<file path="src/rtl/sdp_pkg.sv">
package sdp_pkg;

   typedef enum logic [2:0] {
      ST_IDLE = 3'd0,
      ST_P1   = 3'd1,
      ST_P2   = 3'd2,
      ST_LOAD = 3'd3,
      ST_D3   = 3'd4,
      ST_D4   = 3'd5,
      ST_D5   = 3'd6
   } sdp_state_e;

   localparam int unsigned CMD_ADDR_W = 13;
   localparam int unsigned CMD_NUM    = 5;

   // index of each recognised command word inside the match vector
   localparam int unsigned C_AA = 0;
   localparam int unsigned C_55 = 1;
   localparam int unsigned C_A0 = 2;
   localparam int unsigned C_80 = 3;
   localparam int unsigned C_20 = 4;

   function automatic logic [CMD_ADDR_W-1:0] cmd_addr(input int unsigned idx);
      case (idx)
         C_55:    cmd_addr = 13'h0AAA;
         default: cmd_addr = 13'h1555;
      endcase
   endfunction

   function automatic logic [7:0] cmd_data(input int unsigned idx);
      case (idx)
         C_AA:    cmd_data = 8'hAA;
         C_55:    cmd_data = 8'h55;
         C_A0:    cmd_data = 8'hA0;
         C_80:    cmd_data = 8'h80;
         default: cmd_data = 8'h20;
      endcase
   endfunction

endpackage

</file>
<file path="src/rtl/sdp_cmd_match.sv">
module sdp_cmd_match #(
   parameter int unsigned ADDR_W = 13,
   parameter int unsigned DATA_W = 8
) (
   input  logic [ADDR_W-1:0]          wr_addr,
   input  logic [DATA_W-1:0]          wr_data,
   output logic [sdp_pkg::CMD_NUM-1:0] hit
);
   import sdp_pkg::*;

   generate
      if (ADDR_W < CMD_ADDR_W) begin : g_bad_addr
         $error("sdp_cmd_match: ADDR_W must be at least 13");
      end
      if (DATA_W != 8) begin : g_bad_data
         $error("sdp_cmd_match: DATA_W must be 8");
      end
   endgenerate

   // one comparator per command word; upper address bits must be zero
   generate
      for (genvar i = 0; i < CMD_NUM; i++) begin : g_cmp
         localparam logic [ADDR_W-1:0] A_REF = ADDR_W'(cmd_addr(i));
         localparam logic [DATA_W-1:0] D_REF = DATA_W'(cmd_data(i));
         assign hit[i] = (wr_addr == A_REF) && (wr_data == D_REF);
      end
   endgenerate

endmodule

</file>
<file path="src/rtl/sdp_window_timer.sv">
module sdp_window_timer #(
   parameter int unsigned WINDOW_CYC = 1000
) (
   input  logic clk,
   input  logic rst_n,
   input  logic reload,
   input  logic run,
   output logic last
);
   localparam int unsigned CNT_W = $clog2(WINDOW_CYC + 1);

   generate
      if (WINDOW_CYC < 1) begin : g_bad_win
         $error("sdp_window_timer: WINDOW_CYC must be at least 1");
      end
   endgenerate

   logic [CNT_W-1:0] cnt_q;

   always_ff @(posedge clk or negedge rst_n) begin
      if (!rst_n)                      cnt_q <= '0;
      else if (reload)                 cnt_q <= CNT_W'(WINDOW_CYC);
      else if (run && cnt_q != '0)     cnt_q <= cnt_q - 1'b1;
   end

   // the cycle in which no write arrives and the window closes
   assign last = run && (cnt_q == CNT_W'(1));

endmodule

</file>
<file path="src/rtl/sdp_fsm.sv">
module sdp_fsm (
   input  logic                        clk,
   input  logic                        rst_n,
   input  logic                        wr_valid,
   input  logic [sdp_pkg::CMD_NUM-1:0] hit,
   input  logic                        win_last,
   output logic                        win_reload,
   output logic                        win_run,
   output logic                        commit,
   output logic                        prot,
   output sdp_pkg::sdp_state_e         state
);
   import sdp_pkg::*;

   sdp_state_e st_q, st_d;
   logic       prot_q, prot_d;
   sdp_state_e abort_st;

   assign abort_st = hit[C_AA] ? ST_P1 : ST_IDLE;

   always_comb begin
      st_d       = st_q;
      prot_d     = prot_q;
      win_reload = 1'b0;
      if (wr_valid) begin
         unique case (st_q)
            ST_IDLE: st_d = hit[C_AA] ? ST_P1 : ST_IDLE;
            ST_P1:   st_d = hit[C_55] ? ST_P2 : abort_st;
            ST_P2: begin
               if (hit[C_A0]) begin
                  st_d       = ST_LOAD;
                  prot_d     = 1'b1;
                  win_reload = 1'b1;
               end else if (hit[C_80]) begin
                  st_d = ST_D3;
               end else begin
                  st_d = abort_st;
               end
            end
            ST_LOAD: win_reload = 1'b1;
            ST_D3:   st_d = hit[C_AA] ? ST_D4 : abort_st;
            ST_D4:   st_d = hit[C_55] ? ST_D5 : abort_st;
            ST_D5: begin
               if (hit[C_20]) begin
                  st_d   = ST_IDLE;
                  prot_d = 1'b0;
               end else begin
                  st_d = abort_st;
               end
            end
            default: st_d = ST_IDLE;
         endcase
      end else if (st_q == ST_LOAD && win_last) begin
         st_d = ST_IDLE;
      end
   end

   always_ff @(posedge clk or negedge rst_n) begin
      if (!rst_n) begin
         st_q   <= ST_IDLE;
         prot_q <= 1'b0;
      end else begin
         st_q   <= st_d;
         prot_q <= prot_d;
      end
   end

   assign win_run = (st_q == ST_LOAD);
   assign commit  = wr_valid && (!prot_q || st_q == ST_LOAD);
   assign prot    = prot_q;
   assign state   = st_q;

endmodule

</file>
<file path="src/rtl/sdp_sequencer.sv">
module sdp_sequencer #(
   parameter int unsigned ADDR_W     = 13,
   parameter int unsigned DATA_W     = 8,
   parameter int unsigned WINDOW_CYC = 1000
) (
   input  logic              clk,
   input  logic              rst_n,
   input  logic              wr_valid,
   input  logic [ADDR_W-1:0] wr_addr,
   input  logic [DATA_W-1:0] wr_data,
   output logic              commit_o,
   output logic              protected_o
);
   import sdp_pkg::*;

   logic [CMD_NUM-1:0] hit;
   logic               win_last, win_reload, win_run;
   sdp_state_e         fsm_state;

   sdp_cmd_match #(.ADDR_W(ADDR_W), .DATA_W(DATA_W)) u_match (
      .wr_addr (wr_addr),
      .wr_data (wr_data),
      .hit     (hit)
   );

   sdp_window_timer #(.WINDOW_CYC(WINDOW_CYC)) u_timer (
      .clk    (clk),
      .rst_n  (rst_n),
      .reload (win_reload),
      .run    (win_run),
      .last   (win_last)
   );

   sdp_fsm u_fsm (
      .clk        (clk),
      .rst_n      (rst_n),
      .wr_valid   (wr_valid),
      .hit        (hit),
      .win_last   (win_last),
      .win_reload (win_reload),
      .win_run    (win_run),
      .commit     (commit_o),
      .prot       (protected_o),
      .state      (fsm_state)
   );

endmodule

</file>
<file path="config.mk">
export PLATFORM = sky130hd
export DESIGN_NAME = sdp_sequencer
export DESIGN_NICKNAME = d
export VERILOG_FILES = /design/src/rtl/sdp_pkg.sv /design/src/rtl/sdp_cmd_match.sv /design/src/rtl/sdp_window_timer.sv /design/src/rtl/sdp_fsm.sv /design/src/rtl/sdp_sequencer.sv
export SDC_FILE = /design/constraint.sdc
export NUM_CORES = 1
export LEC_CHECK = 0
export BUFFER_PORTS_ARGS = -buffer_cell sky130_fd_sc_hd__buf_2
export CAP_MARGIN = 10
export CORE_MARGIN = 5
export CORE_UTILIZATION = 40
export CTS_BUF_LIST = sky130_fd_sc_hd__clkbuf_8
export DETAILED_ROUTE_END_ITERATION = 10
export SYNTH_ARGS = -nofsm -noshare
export SYNTH_HDL_FRONTEND = slang
export SYNTH_HIERARCHICAL = 1
export SYNTH_SLANG_ARGS = --single-unit
</file>
<file path="constraint.sdc">
create_clock -name clk -period 2.65 [get_ports clk]
set_clock_uncertainty 0.05 [all_clocks]
set_input_delay 0.53 -clock clk [delete_from_list [all_inputs] [get_ports clk]]
set_output_delay 0.53 -clock clk [all_outputs]
set_load 0.005 [all_outputs]
</file>
==> impl_metrics.yaml, run 1 <==
grt:
  use_met3: 0.0551
  grt_max_degree: 15
  globalRouteTotalUtil: 0.140
  use_met1: 0.163
  grt_pass1_vias: 1098
  grt_pass1_wl_mm: 4.68
  antenna_found_initial: 0
  gr-usage-met2: 0.236
  top_usage_layer: "met2"
  grt.overflow.total: 0
clock_tree:
  cts_buffers: 3
  clockBufferDepth: 2
  clock_sinks: 14
  holdBufCountCts: 0
  cts_tree: "yes"
  cts_root_buffer: "clkbuf_8"
  htreeDepth: 1
  ctsResizeCount: 0
  cts.clk_slew.worst_paths_ps: 60
  cts_setup_buffers: 0
  insertion_delay_ps: 250
critical_path:
  path_max_fanout: 7
  ff2ff_setup_slack_ps: 350
  timing.critical_path.buf_inv: 1
  critical-path-slowest-cell: "or4b_1"
  startpoint_type: "register"
  crit_chain: "and2b_2 > nand2_1 > inv_1 > or4b_1 > a2111oi_2 > mux2i_1"
  reg2reg_depth: 6
  r2r-end: "u_timer/cnt_q[5]"
  crit_type: "reg -> reg"
  required_ps: 2770
  endpoint_kind: "register"
  r2r-start: "u_fsm/state[2]"
  slowest_delay_ps: 590
  worstPathArrival_ps: 2410
  crit_family: "simple AND/OR/NAND/NOR gates"
floorplanning:
  initial_core_util: 0.416
  die_x_um: 63.4
  coreArea_um2: 2730
  die_area_um2: 4010
  die_y_um: 63.4
  pin_count: 26
  rows: 19
logic_synthesis:
  synth_fp_nets: 153
  syn-instance-count: 127
  synth-edff-count: 0
  async_flop_share: 1.00
  ys_seq_area_frac: 0.308
  syn_area_um2: 1140
  avgSynthCellArea_um2: 8.97
  yosys_warnings: 6
  ys.flop_type: "dfrtp_1"
  ys_seq_elements: 14
  synth_cell_type_count: 51
timing:
  rsz0062_at_grt: "false"
  hold_viol: 0
  fin_crit_sh: 0.867
  fmax_ghz: 0.435
  setup_viol: 0
  worst_pin_slew_ps: 507
  drv_slew: 0
  slew_headroom: 0.659
  tns_ps: 0
  period_minus_slack_ps: 2300
power_and_ir_drop:
  sw_frac_of_total: 0.224
  p_int_w: 0.000334
  pwr_density_cell_nw_per_um2: 319
  ir_drop_mv: 0.295
  p_seq_frac: 0.496
  total_leakage_power_nw: 0.531
  pwr-share-clk: 0.406
  p_sw_w: 0.0000964
  comb_power_share: 0.097
route:
  drt-initial-drc-count: 43
  wl_per_cell_um: 14.8
  drt_pass1_iterations: 4
  via_count: 1110
  remaining_drc_errors: 0
  ant_nets: 0
  routed_via_density: 5.97
  routed_wl_mm: 2.75
placement:
  gp_congestion: 0.885
  io_buffers: 25
  dp.cells: 183
  dp_hpwl_mm: 2.11
cells_and_area:
  final_nets: 183
  finish.utilization: 0.495
  diodes: 0
  drive_gt1_frac: 0.297
  fin_cells: 186
  area_growth_pct: 18.8
  final_common_cell: "buf_2"
  layout_common_cells: "25 x buf_2, 14 x dfrtp_1, 8 x inv_1, 8 x nor2_1"
outcome:
  status: "finished clean"
worst_hold_path:
  hold_class: "in -> async"
job:
  max_cap_violations: 0
-- power groups by stage --
stage	logic [W]	clock network, W	registers [W]
floorplan	0.0000122	0	0.000218
global placement	0.0000409	0	0.000218
detailed placement	0.0000418	0	0.000218
CTS	0.0000420	0.000184	0.000214
global route	0.0000467	0.000193	0.000214
finish	0.0000419	0.000175	0.000214
-- final cells by class --
type	instances	area (µm²)
Clock buffer	3	41.3
Fill cell	263	1380
Inverter	9	33.8
Multi-Input combinational cell	100	733
Sequential cell	14	350
Tap cell	31	38.8
Timing Repair Buffer	29	155
-- worst max path at each step --
| stage | start | endpoint | cells after the start |
|---|---|---|---|
| final | u_fsm/state[2] | u_timer/cnt_q[5] | 6 |
| after global routing | wr_data[4] | u_timer/cnt_q[0] | 10 |
| after CTS | u_fsm/state[2] | u_timer/cnt_q[5] | 6 |
| after detailed placement | wr_data[4] | u_timer/cnt_q[0] | 10 |
| after global placement | wr_data[4] | u_timer/cnt_q[0] | 10 |
| after floorplan | wr_data[4] | u_timer/cnt_q[1] | 8 |
-- logic make-up (layout without fill, tap and decap cells) --
family / Yosys count / after routing / synth area share
xor+xnor: 1 / 1 / 0.00769
fa+ha+maj: 2 / 2 / 0.0220
buf+inv: 13 / 41 / 0.0483
mux: 5 / 5 / 0.0462
compound gates: 29 / 29 / 0.188
flops: 14 / 14 / 0.308
simple gates: 63 / 63 / 0.380
-- per-stage QoR --
stage | power [W] | setup slack (ps) | area (µm²) | hold WS [ps]
2_1_floorplan | 0.000230 | 130 | 1140 | 184
3_3_place_gp | 0.000259 | 264 | 1310 | 404
3_5_place_dp | 0.000259 | 180 | 1310 | 402
4_1_cts | 0.000439 | 364 | 1350 | 135
5_1_grt | 0.000453 | 219 | 1350 | 148
6_report | 0.000431 | 352 | 1350 | 131
-- registers in the layout, summed over array words and instances, names as in the netlist --
| register | count |
|---|---|
| u_fsm/prot | 1 |
| u_fsm/state | 3 |
| u_timer/cnt_q | 10 |
-- Yosys cell counts, drive strengths merged, types with 4 or more instances --
cell type  instances  area, µm²
dfrtp             14        350
inv                9       33.8
o21ai              9       48.8
nor2               8       30.0
nand2              7       26.3
a21oi              5       25.0
nand3              5       25.0
nor2b              5       31.3
nor4               5       50.1
nor3               4       20.0
nor4b              4       50.1
o311ai             4       35.0
-- metal layers --
metal | wire length, µm | vias up
li1 | - | 549
met1 | 1170 | 504
met2 | 1280 | 51
met3 | 262 | 6
met4 | 34 | 0
met5 | 0 | -
No activity file was read; power rests on OpenSTA's default activity.
==> inputs of run 2 (changes only) <==
- CELL_PAD_IN_SITES_DETAIL_PLACEMENT: not set -> 1
- CELL_PAD_IN_SITES_GLOBAL_PLACEMENT: not set -> 1
- PLACE_DENSITY_LB_ADDON: not set -> 0.1
- SLEW_MARGIN: not set -> 10
- clock period: 2.65 -> 2.3 ns (I/O delays scaled with it)
==> impl_metrics.yaml, run 2 (synthesis gave the netlist of run 1 again) <==
floorplanning:
  coreArea_um2: 2730
  pin_count: 26
  die_y_um: 63.4
  die_x_um: 63.4
  rows: 19
  initial_core_util: 0.416
  die_area_um2: 4010
timing:
  setup_ws_ps: 194
  period_minus_slack_ps: 2110
  fin_crit_sh: 0.915
  tns_ps: 0
  slew_headroom: 0.701
  worst_pin_slew_ps: 444
  setup_viol: 0
  hold_viol: 0
  fmax_ghz: 0.475
  drv_slew: 0
  rsz0062_at_grt: "false"
  hold_ws_ps: 63.4
power_and_ir_drop:
  comb_power_share: 0.098
  pwr-share-clk: 0.401
  pwr_density_cell_nw_per_um2: 342
  ir_drop_mv: 0.341
  p_int_w: 0.000386
  p_seq_frac: 0.500
  total_power_w: 0.000493
  sw_frac_of_total: 0.217
  total_leakage_power_nw: 0.584
  p_sw_w: 0.000107
clock_tree:
  insertion_delay_ps: 240
  cts_root_buffer: "clkbuf_8"
  clockBufferDepth: 2
  clock_sinks: 14
  ctsResizeCount: 0
  cts_buffers: 3
  cts_setup_buffers: 0
  holdBufCountCts: 0
  cts_tree: "yes"
  cts.clk_slew.worst_paths_ps: 60
  htreeDepth: 1
grt:
  grt_pass1_wl_mm: 5.58
  grt_max_degree: 15
  antenna_found_initial: 0
  grt_pass1_vias: 1274
  grt.overflow.total: 0
  globalRouteTotalUtil: 0.170
critical_path:
  crit_chain: "and2b_2 > nand2_1 > inv_1 > buf_4 > or4bb_1 > a21oi_1 > mux2_2"
  ff2ff_setup_slack_ps: 190
  crit_family: "simple AND/OR/NAND/NOR gates"
  critical-path-slowest-cell: "or4bb_1"
  endpoint_kind: "register"
  cp_num_cells: 7
  worstPathArrival_ps: 2190
  required_ps: 2380
  r2r-start: "u_fsm/state[2]"
  crit_type: "reg -> reg"
  startpoint: "u_fsm/state[2]"
  path_max_fanout: 5
  startpoint_type: "register"
  reg2reg_depth: 7
  timing.critical_path.buf_inv: 2
  crit_path_end: "u_timer/cnt_q[4]"
  r2r-end: "u_timer/cnt_q[4]"
  slowest_delay_ps: 490
route:
  wl_per_cell_um: 16.5
  routed_wl_mm: 3.23
  drt_pass1_iterations: 4
  routed_via_density: 5.97
  remaining_drc_errors: 0
  drt-initial-drc-count: 47
  ant_nets: 0
  via_count: 1171
cells_and_area:
  drive_gt1_frac: 0.358
  fillCellCount: 340
  final_common_cell: "buf_2"
  fin_cells: 196
  layout_common_cells: "25 x buf_2, 14 x buf_4, 14 x dfrtp_1"
  diodes: 0
  area_growth_pct: 26.6
  regArea_um2: 350
  largest_register_ffs: 10
  final_nets: 193
  multi_input_area_um2: 747
  max_flop_register: "u_timer/cnt_q"
placement:
  dp_slack_ps: -22.7
  dp_hpwl_mm: 2.67
  gp_congestion: 0.773
  io_buffers: 25
  dp.cells: 193
worst_hold_path:
  hold_class: "in -> async"
outcome:
  status: "finished clean"
job:
  max_cap_violations: 0
==> run 2: changes by cell type in the layout (fill, tap and decap cells not counted), sizes merged <==
cell	change
buf	+10
==> run 2: final cells by class <==
type,count,area share
multi-input cells,100,0.518
flip-flops and latches,14,0.243
repair buffers,39,0.160
clock buffers,3,0.0286
well taps,31,0.0269
inverters,9,0.0234
==> run 2: worst reg2reg max path, delay by kind of cell (launching register included) <==
kind / cells / cell delay, ps
simple gates: 3 / 830
flops: 1 / 380
mux: 1 / 350
buf+inv: 2 / 200
compound gates: 1 / 190
==> run 2: power by group through the flow <==
stage	sequential [W]	clock [W]	combinational [W]
floorplan	0.000251	0	0.0000142
global placement	0.000251	0	0.0000470
detailed placement	0.000251	0	0.0000490
CTS	0.000246	0.000203	0.0000492
global route	0.000246	0.000215	0.0000547
finish	0.000246	0.000198	0.0000485
==> run 2: how the worst min path moves through the flow <==
stage	startpoint	end	cells after the start
6_report	rst_n	u_timer/cnt_q[8]	1
5_1_grt	rst_n	u_timer/cnt_q[8]	1
4_1_cts	rst_n	u_timer/cnt_q[3]	1
3_5_place_dp	rst_n	u_fsm/prot	1
3_3_place_gp	rst_n	u_fsm/state[0]	1
2_1_floorplan	rst_n	u_fsm/prot	0
==> run 2: through the flow <==
stage	instance area (µm²)	utilization
floorplan	1150	-
global placement	1400	0.511
finish	1440	0.527
detailed placement	1400	0.511
CTS	1440	0.526
global route	1440	0.527
==> run 2: routing by layer <==
metal  global-route usage  wire length (µm)  vias up  part of all wire
li1                     -                 -      566                 -
met1                0.196              1390      573              0.43
met2                0.302              1660       23              0.51
met3               0.0426               130        9             0.040
met4               0.0519                60        0             0.019
met5                    0                 0        -                 0
